==> src/rtl/fspi_pkg.sv <==
package fspi_pkg;

   typedef enum logic [1:0] {
      FR_IDLE = 2'd0,
      FR_LEAD = 2'd1,
      FR_DATA = 2'd2
   } fr_state_t;

endpackage

==> src/rtl/fspi_clkgen.sv <==
module fspi_clkgen #(
   parameter int DIV_W = 8
) (
   input  logic             clk,
   input  logic             rst_n,
   input  logic [DIV_W-1:0] half,
   output logic             phase,
   output logic             tx_tick,
   output logic             smp_tick
);

   localparam logic [DIV_W-1:0] ONE = DIV_W'(1);

   logic [DIV_W-1:0] cnt;
   logic [DIV_W-1:0] lim_m1;
   logic             tick;

   assign lim_m1   = (half == '0) ? '0 : half - ONE;
   assign tick     = (cnt >= lim_m1);
   assign tx_tick  = tick & phase;
   assign smp_tick = tick & ~phase;

   always_ff @(posedge clk) begin
      if (!rst_n) begin
         cnt   <= '0;
         phase <= 1'b0;
      end else if (tick) begin
         cnt   <= '0;
         phase <= ~phase;
      end else begin
         cnt   <= cnt + ONE;
      end
   end

endmodule

==> src/rtl/fspi_holdreg.sv <==
module fspi_holdreg #(
   parameter int WORD_W = 16
) (
   input  logic              clk,
   input  logic              rst_n,
   input  logic              wr_en,
   input  logic [WORD_W-1:0] wr_data,
   input  logic              take,
   output logic              valid,
   output logic [WORD_W-1:0] data
);

   always_ff @(posedge clk) begin
      if (!rst_n) begin
         valid <= 1'b0;
         data  <= '0;
      end else begin
         if (take)
            valid <= 1'b0;
         if (wr_en) begin
            valid <= 1'b1;
            data  <= wr_data;
         end
      end
   end


   take_valid_chk: assert property (@(posedge clk) disable iff (!rst_n)
      take |-> valid);


   hold_keep_chk: assert property (@(posedge clk) disable iff (!rst_n)
      (valid && !take) |=> valid);

endmodule

==> src/rtl/fspi_engine.sv <==
module fspi_engine
   import fspi_pkg::*;
#(
   parameter int WORD_W = 16
) (
   input  logic              clk,
   input  logic              rst_n,
   input  logic              tx_tick,
   input  logic              smp_tick,
   input  logic              lead_cfg,
   input  logic              pend_valid,
   input  logic [WORD_W-1:0] pend_data,
   input  logic              sdi,
   output logic              take,
   output logic              sdo,
   output logic              sync_act,
   output logic [WORD_W-1:0] rx_word,
   output logic              rx_done
);

   localparam int             CNT_W = $clog2(WORD_W + 1);
   localparam logic [CNT_W-1:0] C_ONE  = CNT_W'(1);
   localparam logic [CNT_W-1:0] C_WORD = CNT_W'(WORD_W);
   localparam logic [CNT_W-1:0] C_LAST = CNT_W'(WORD_W - 1);

   fr_state_t         st;
   logic [WORD_W-1:0] tx_sh;
   logic [WORD_W-1:0] rx_sh;
   logic [CNT_W-1:0]  bits_left;
   logic [CNT_W-1:0]  smp_cnt;
   logic [CNT_W-1:0]  sync_left;
   logic              frame_end;

   assign frame_end = (st == FR_DATA) && (bits_left == C_ONE);
   assign take      = tx_tick && pend_valid && ((st == FR_IDLE) || frame_end);
   assign sdo       = (st == FR_DATA) ? tx_sh[WORD_W-1] : 1'b0;
   assign sync_act  = (sync_left != '0);

   // transmit side: advances on transmit edges only
   always_ff @(posedge clk) begin
      if (!rst_n) begin
         st        <= FR_IDLE;
         tx_sh     <= '0;
         bits_left <= '0;
         sync_left <= '0;
      end else if (tx_tick) begin
         if (take) begin
            tx_sh     <= pend_data;
            bits_left <= C_WORD;
            sync_left <= C_WORD;
            st        <= lead_cfg ? FR_LEAD : FR_DATA;
         end else begin
            if (sync_left != '0)
               sync_left <= sync_left - C_ONE;
            case (st)
               FR_LEAD: st <= FR_DATA;
               FR_DATA: begin
                  if (frame_end) begin
                     st <= FR_IDLE;
                  end else begin
                     tx_sh     <= {tx_sh[WORD_W-2:0], 1'b0};
                     bits_left <= bits_left - C_ONE;
                  end
               end
               default: st <= FR_IDLE;
            endcase
         end
      end
   end

   // receive side: advances on sample edges of data bits
   always_ff @(posedge clk) begin
      if (!rst_n) begin
         rx_sh   <= '0;
         rx_word <= '0;
         rx_done <= 1'b0;
         smp_cnt <= '0;
      end else begin
         rx_done <= 1'b0;
         if (smp_tick && (st == FR_DATA)) begin
            if (smp_cnt == C_LAST) begin
               rx_word <= {rx_sh[WORD_W-2:0], sdi};
               rx_done <= 1'b1;
               smp_cnt <= '0;
            end else begin
               rx_sh   <= {rx_sh[WORD_W-2:0], sdi};
               smp_cnt <= smp_cnt + C_ONE;
            end
         end
      end
   end


   done_pulse_chk: assert property (@(posedge clk) disable iff (!rst_n)
      rx_done |=> !rx_done);

endmodule

==> src/rtl/fspi_master.sv <==
module fspi_master #(
   parameter int WORD_W = 16,
   parameter int DIV_W  = 8
) (
   input  logic              clk,
   input  logic              rst_n,
   input  logic [DIV_W-1:0]  cfg_half,
   input  logic              cfg_sck_idle_hi,
   input  logic              cfg_sync_act_hi,
   input  logic              cfg_sync_lead,
   input  logic              wr_en,
   input  logic [WORD_W-1:0] wr_data,
   input  logic              sdi,
   output logic              sck,
   output logic              sdo,
   output logic              sync_o,
   output logic [WORD_W-1:0] rx_word,
   output logic              rx_done
);

   generate
      if (WORD_W < 2) begin : g_bad_word
         $error("fspi_master: WORD_W must be at least 2");
      end
      if (DIV_W < 1) begin : g_bad_div
         $error("fspi_master: DIV_W must be at least 1");
      end
   endgenerate

   logic              phase;
   logic              tx_tick;
   logic              smp_tick;
   logic              take;
   logic              pend_valid;
   logic [WORD_W-1:0] pend_data;
   logic              sync_act;

   fspi_clkgen #(.DIV_W(DIV_W)) u_clk (
      .clk      (clk),
      .rst_n    (rst_n),
      .half     (cfg_half),
      .phase    (phase),
      .tx_tick  (tx_tick),
      .smp_tick (smp_tick)
   );

   fspi_holdreg #(.WORD_W(WORD_W)) u_hold (
      .clk     (clk),
      .rst_n   (rst_n),
      .wr_en   (wr_en),
      .wr_data (wr_data),
      .take    (take),
      .valid   (pend_valid),
      .data    (pend_data)
   );

   fspi_engine #(.WORD_W(WORD_W)) u_eng (
      .clk        (clk),
      .rst_n      (rst_n),
      .tx_tick    (tx_tick),
      .smp_tick   (smp_tick),
      .lead_cfg   (cfg_sync_lead),
      .pend_valid (pend_valid),
      .pend_data  (pend_data),
      .sdi        (sdi),
      .take       (take),
      .sdo        (sdo),
      .sync_act   (sync_act),
      .rx_word    (rx_word),
      .rx_done    (rx_done)
   );

   assign sck    = phase ^ cfg_sck_idle_hi;
   assign sync_o = cfg_sync_act_hi ? sync_act : ~sync_act;


   sdo_edge_chk: assert property (@(posedge clk) disable iff (!rst_n)
      (sdo != $past(sdo)) |-> $fell(phase));


   sync_edge_chk: assert property (@(posedge clk) disable iff (!rst_n)
      (sync_act != $past(sync_act)) |-> $fell(phase));

endmodule

==> config.mk <==
export PLATFORM = sky130hd
export DESIGN_NAME = fspi_master
export DESIGN_NICKNAME = d
export VERILOG_FILES = /design/src/rtl/fspi_pkg.sv /design/src/rtl/fspi_clkgen.sv /design/src/rtl/fspi_holdreg.sv /design/src/rtl/fspi_engine.sv /design/src/rtl/fspi_master.sv
export SDC_FILE = /design/constraint.sdc
export NUM_CORES = 1
export LEC_CHECK = 0
export BUFFER_PORTS_ARGS = -buffer_cell sky130_fd_sc_hd__buf_2
export CELL_PAD_IN_SITES_DETAIL_PLACEMENT = 1
export CELL_PAD_IN_SITES_GLOBAL_PLACEMENT = 1
export CORE_UTILIZATION = 45
export DETAILED_ROUTE_END_ITERATION = 10
export PLACE_DENSITY_LB_ADDON = 0.1
export SLEW_MARGIN = 20
export SYNTH_ARGS = -nofsm -noshare
export SYNTH_HDL_FRONTEND = slang
export SYNTH_SLANG_ARGS = --single-unit
==> constraint.sdc <==
create_clock -name clk -period 4.1 [get_ports clk]
set_input_delay 0.82 -clock clk [delete_from_list [all_inputs] [get_ports clk]]
set_output_delay 0.82 -clock clk [all_outputs]
set_load 0.02 [all_outputs]
==> reports/results.txt, run 1 <==
Synth Register Bits: 91
First-pass iteration count of the detailed router: 4
Synth warn: 0
Max Clk Rate: 269.9 MHz
Final hold vios: 0
Status: complete, no violations
Worst slew pin tran: 1.011 ns
Clk_skew: 0.01039 ns
Dpl hpwl: 6237 µm
Post-synth top area share: 43.15%
FP Rows: 34
Root buf cell: clkbuf_8
Critical Path AT: 3.98 ns
Pin count of the biggest net entering global routing: 56
Tcrit/Tclk final: 90.36%
Post-Syn Area per Cell: 9.682 µm²
Vias: 3286
Core Region: 8891 µm²
Critical Path Source Type: input pin
Remaining Overflow, GRT: 0
CTS tree: yes
Clk sink count: 91
Area contributors post-synth: dfxtp_1, mux2i_1, nand2_1
Peak VDD IR: 0.1946 mV
Resized Gates After CTS: 0
Pins Over Slew Limit: 0
Worst setup EP type: flop
Vias/cell: 5.560
Rel. slew slack: 32.37%
RSZ-0062 raised after global routing: false
Clk slew on worst S/H paths: 0.08 ns
First-pass GRT wire length: 15750 µm
Static Leak: 1.859 nW
CTS H-tree depth: 3
Cell Area, Synth: 4222 µm²
Final nets: 524
Reg2Reg Depth: 6
Pwr dens: 349.5 nW/µm²
Post-Route Utilization: 53.07%
Worst r2r src: u_eng.st[1]
Hold Crit Depth: 2
Total Routing Usage GR: 19.96%
Post-route DRC: 0
Post-synthesis async set-or-reset flop share: 0%
Bufs on Longest Clock Path: 2
IO Port Bufs: 50
Most common library cells after synthesis: dfxtp_1, mux2i_1, nand2_1
Die extent in x: 98.86 µm
Initial antenna violation count: 0
Max-cap viol count: 0
Starting Density: 47.48%
Setup TNS: 0 ns
Die Area: 9772 µm²
Cell variety after synth: 58
Crit path required time: 4.38 ns
Routed Antenna Nets: 0
Layout Area Growth over Synthesis: 11.77%
Crit path time final: 3.705 ns
Most common cell in the netlist: dfxtp_1
Seq/Total Area, Yosys: 43.15%
# Post-CTS Setup Buffers: 0
Cell taking the most area after synthesis: dfxtp_1
TritonCTS buffer count: 9
Avg WL per Cell: 15.48 µm
Worst-path maximum fanout: 16
Setup Crit Path Kind: in -> reg
Hold_buf cts: 0
Clock Latency Late Sink: 0.36 ns
Hold/Removal Path Class: reg -> reg
Final WL: 9150 µm
Setup-failing EPs final: 0
Number of synthesized flops with an enable pin: 0
Synthesized Nets: 482
Share of cells above drive strength 1: 20.08%
Post-Syn Instances: 436
Ports: 51
DR iter-0 viols: 99
Gp weighted congestion: 0.7973
Hold Crit Start: u_eng.smp_cnt[4]
Ant. Diodes: 0
Vias in the first global route: 3310
Top FF cell, synth: dfxtp_1
Setup crit start: cfg_half[0]
DIE HEIGHT: 98.86 µm
-- critical path, stage by stage --
cell	delay, ns
buf_2	0.11
inv_1	0.06
ha_1	0.15
nor2b_1	0.25
nand3b_1	0.15
or3_1	0.42
and2_1	0.20
ha_1	0.26
nand2b_1	0.09
a2111o_1	0.19
a31oi_2	0.14
nor3_4	0.86
mux2i_1	0.27
-- cell families (layout without fill, tap and decap cells) --
logic type                 Yosys count  count (layout)  share of synthesized area [%]
muxes                               65              65                          15.41
adders and majority gates           15              15                          4.446
buffers and inverters               40              87                          4.890
and+or+nand+nor                    138             138                          15.74
AOI/OAI and AO/OA                   76              76                          14.08
xor gates and xnor gates            11              11                          2.282
DFF                                 91              91                          43.15
-- stage by stage --
| step | instance area, µm² | worst slack [ns] | total power, mW | hold slack, ns | instances |
|---|---|---|---|---|---|
| after global placement | 4517 | 0.1350 | 1.041 | 0.4176 | 575 |
| final | 4718 | 0.3954 | 1.649 | 0.4369 | 591 |
| after floorplan | 4222 | 0.3849 | 1.009 | 0.4102 | 436 |
| after global routing | 4718 | 0.1481 | 1.723 | 0.4717 | 591 |
| after detailed placement | 4517 | -0.02557 | 1.045 | 0.4279 | 575 |
| after CTS | 4718 | 0.3457 | 1.667 | 0.4407 | 591 |
-- power breakdown --
| part | leakage, nW | switching, mW | internal (mW) |
|---|---|---|---|
| Clock | 0.100 | 0.323 | 0.302 |
| Sequential | 0.737 | 0.00945 | 0.896 |
| Combinational | 1.02 | 0.0686 | 0.0492 |
| Total | 1.86 | 0.401 | 1.25 |
-- metal layers --
layer | GRT usage (%) | wire length, µm | vias up
li1 | - | - | 1622
met1 | 26.59 | 4566 | 1611
met2 | 32.76 | 4243 | 46
met3 | 4.610 | 253 | 7
met4 | 4.822 | 86 | 0
met5 | 0 | 0 | -
-- state kept, by name, indices dropped and copies added, names as in the netlist, 2 cells and up --
signal	flops
u_clk.cnt	8
u_eng.smp_cnt	5
u_eng.bits_left	5
u_eng.st	2
u_eng.rx_word	16
u_eng.rx_sh	15
u_hold.data	16
u_eng.tx_sh	16
u_eng.sync_left	5
-- worst paths after layout --
path	end	slack [ns]
worst min register to register	u_eng.smp_cnt[4]	0.44
worst min-delay path	u_eng.smp_cnt[4]	0.44
worst max-delay path	u_eng.rx_word[3]	0.40
worst max register to register	u_eng.bits_left[0]	1.65
-- final cells by class --
cell class,instances,area [µm²]
clock buffers,11,141.4
clock inverters,5,60.06
fillers,1022,4173
inverters,11,41.29
multi-input cells,305,2193
flip-flops and latches,91,1822
well taps,108,135.1
repair buffers,60,325.3
-- layout by cell type, fill, tap and decap left out, types with 4 or more instances in the layout --
cell,instances
a211oi_2,13
a21oi_1,26
and3_1,5
buf_2,50
buf_4,10
clkbuf_8,10
dfxtp_1,91
ha_1,15
inv_1,10
mux2i_1,65
nand2_1,54
nand2b_1,4
nand3_1,9
nor2_1,34
nor2b_1,4
nor3_1,4
o21ai_0,10
xnor2_1,5
xor2_1,6
(Power assumes the default switching activity.)
==> run 2: changes to the inputs <==
--- a/config.mk
+++ b/config.mk
@@ -10,7 +10,7 @@
 export CELL_PAD_IN_SITES_GLOBAL_PLACEMENT = 1
 export CORE_UTILIZATION = 45
 export DETAILED_ROUTE_END_ITERATION = 10
-export PLACE_DENSITY_LB_ADDON = 0.1
+export PLACE_DENSITY = 0.83
 export SLEW_MARGIN = 20
 export SYNTH_ARGS = -nofsm -noshare
 export SYNTH_HDL_FRONTEND = slang
==> run 2 against run 1 <==
Net effect: routed wire length is 7.8% higher; highest routed layer unchanged; clock skew increased by 0.0037 ns; sequential share of layout area down 0.11 points.
==> reports/results.txt, run 2 (synthesis gave the netlist of run 1 again) <==
Status: complete, no violations (unchanged)
Hold Crit Depth: 2 (unchanged)
Hold_buf cts: 0 (unchanged)
Setup crit start: cfg_half[0] (unchanged)
CP delay by family, top: simple AND/OR/NAND/NOR gates (unchanged)
Peak VDD IR: 0.2309 mV (was 0.1946 mV)
Rel. slew slack: 30.69% (was 32.37%)
Max Clk Rate: 265.0 MHz (was 269.9 MHz)
Remaining Overflow, GRT: 0 (unchanged)
Worst-path maximum fanout: 16 (unchanged)
Post-Layout Inst Area: 4732 µm² (was 4718 µm²)
Most frequent cells in the layout: dfxtp_1, mux2i_1, nand2_1 (unchanged)
Routed Antenna Nets: 0 (unchanged)
Crit path time final: 3.774 ns (was 3.705 ns)
WHS: 0.4507 ns (was 0.4369 ns)
FF-to-FF setup slack: 1.56 ns (was 1.65 ns)
Vias/cell: 5.618 (was 5.560)
Hold Crit Start: u_eng.smp_cnt[4] (unchanged)
Clk slew on worst S/H paths: 0.10 ns (was 0.08 ns)
IO Port Bufs: 50 (unchanged)
CTS tree: yes (unchanged)
Pins Over Slew Limit: 0 (unchanged)
Vias in the first global route: 3449 (was 3310)
Ant. Diodes: 0 (unchanged)
Pin count of the biggest net entering global routing: 56 (unchanged)
Die extent in x: 98.86 µm (unchanged)
Total power draw: 1.678 mW (was 1.649 mW)
First-pass GRT wire length: 16370 µm (was 15750 µm)
Placement Cell Area: 4524 µm² (was 4517 µm²)
Layout Area Growth over Synthesis: 12.09% (was 11.77%)
Share of cells above drive strength 1: 20.45% (was 20.08%)
Ports: 51 (unchanged)
Root buf cell: clkbuf_8 (unchanged)
Final nets: 525 (was 524)
Bufs on Longest Clock Path: 2 (unchanged)
Clk_skew: 0.01409 ns (was 0.01039 ns)
DIE HEIGHT: 98.86 µm (unchanged)
Worst r2r src: u_eng.st[1] (unchanged)
Dpl hpwl: 6607 µm (was 6237 µm)
Core Region: 8891 µm² (unchanged)
CTS H-tree depth: 3 (unchanged)
Final hold vios: 0 (unchanged)
Final WL: 9864 µm (was 9150 µm)
DR iter-0 viols: 125 (was 99)
Critical Path Source Type: input pin (unchanged)
Crit-path slowest cell: or3_1 (was nor3_4)
Crit path required time: 4.37 ns (was 4.38 ns)
Regs by FF count: u_eng.rx_word: 16 flops, u_eng.tx_sh: 16 flops, u_hold.data: 16 flops (unchanged)
TritonCTS buffer count: 9 (unchanged)
Reg2Reg Depth: 6 (unchanged)
Setup-failing EPs final: 0 (unchanged)
Die Area: 9772 µm² (unchanged)
Avg WL per Cell: 16.66 µm (was 15.48 µm)
Static Leak: 1.858 nW (was 1.859 nW)
FP Rows: 34 (unchanged)
Gp weighted congestion: 0.8095 (was 0.7973)
Total Routing Usage GR: 20.92% (was 19.96%)
Critical-path cell list: buf_2 -> inv_1 -> ha_1 -> nor2b_1 -> nand3b_1 -> or3_1 -> buf_4 -> o21ai_0 -> ha_1 -> o21a_1 -> or2_2 -> a31o_1 -> and2_1 -> buf_4 -> a211oi_1 (was buf_2 -> inv_1 -> ha_1 -> nor2b_1 -> nand3b_1 -> or3_1 -> and2_1 -> ha_1 -> nand2b_1 -> a2111o_1 -> a31oi_2 -> nor3_4 -> mux2i_1)
Setup TNS: 0 ns (unchanged)
Setup Crit Path Kind: in -> reg (unchanged)
Worst r2r dst: u_eng.tx_sh[1] (was u_eng.bits_left[0])
Post-route DRC: 0 (unchanged)
Clock Latency Late Sink: 0.37 ns (was 0.36 ns)
Resized Gates After CTS: 0 (unchanged)
Worst slew pin tran: 1.025 ns (was 1.011 ns)
Initial antenna violation count: 0 (unchanged)
# Post-CTS Setup Buffers: 0 (unchanged)
First-pass iteration count of the detailed router: 4 (unchanged)
Vias: 3326 (was 3286)
Largest stage delay, worst path: 0.36 ns (was 0.86 ns)
Hold EP: u_eng.smp_cnt[4] (unchanged)
Starting Density: 47.48% (unchanged)
Critical Path AT: 4.04 ns (was 3.98 ns)
Pwr dens: 354.6 nW/µm² (was 349.5 nW/µm²)
RSZ-0062 raised after global routing: false (unchanged)
Max-cap viol count: 0 (unchanged)
Hold/Removal Path Class: reg -> reg (unchanged)
Commonest non-fill, non-tap cell in the layout: dfxtp_1 (unchanged)
Clk sink count: 91 (unchanged)
Tcrit/Tclk final: 92.05% (was 90.36%)
Worst setup EP type: flop (unchanged)
Buf/Inv on CP: 4 (was 2)
run 2: changes by cell type in the layout (fill, tap and decap cells not counted):
cell | before | now
buf_4 | 10 | 11
clkbuf_1 | 1 | 0
clkbuf_8 | 10 | 9
clkinv_2 | 1 | 0
clkinvlp_4 | 1 | 3
inv_6 | 2 | 1
inv_8 | 0 | 2
run 2: power breakdown:
group / switching [mW] / internal [mW] / total [mW]
clock: 0.358 / 0.292 / 0.650
combinational: 0.0719 / 0.0498 / 0.122
sequential: 0.00969 / 0.896 / 0.906
run 2: worst max-delay path by stage:
stage	slack, ns	end	cells past startpoint
floorplan	0.38	u_eng.smp_cnt[0]	15
global placement	0.24	u_eng.tx_sh[2]	14
detailed placement	0.005	u_eng.tx_sh[2]	15
CTS	0.33	u_eng.tx_sh[1]	15
global route	0.06	u_eng.rx_word[4]	14
finish	0.33	u_eng.tx_sh[1]	15
run 2: worst reg2reg max path, delay by kind of cell, from the launching register on:
family | cells | cell delay, ns
flops | 1 | 0.52
compound gates | 2 | 0.56
buf+inv | 1 | 0.31
simple gates | 3 | 1.02
run 2: metrics by stage:
step	instances	utilization, %	setup slack (ns)
global route	592	53.22	0.06140
finish	592	53.22	0.3258
floorplan	436	-	0.3849
global placement	576	50.89	0.2419
detailed placement	576	50.89	0.004836
CTS	592	53.22	0.3274
run 2: layer usage:
layer | part of all wire, % | GRT usage (%) | up-vias
met5 | 0 | 0 | -
met4 | 1.2 | 7.463 | 0
met3 | 3.4 | 4.043 | 8
met2 | 49 | 36.31 | 63
met1 | 46 | 25.77 | 1628
li1 | - | - | 1627
run 2: final cells by class:
| class | instances | area (µm²) |
|---|---|---|
| multi-input cells | 305 | 2193 |
| fillers | 1016 | 4159 |
| clock inverters | 7 | 83.83 |
| flip-flops and latches | 91 | 1822 |
| well taps | 108 | 135.1 |
| clock buffers | 9 | 123.9 |
| repair buffers | 61 | 332.8 |
| inverters | 11 | 41.29 |
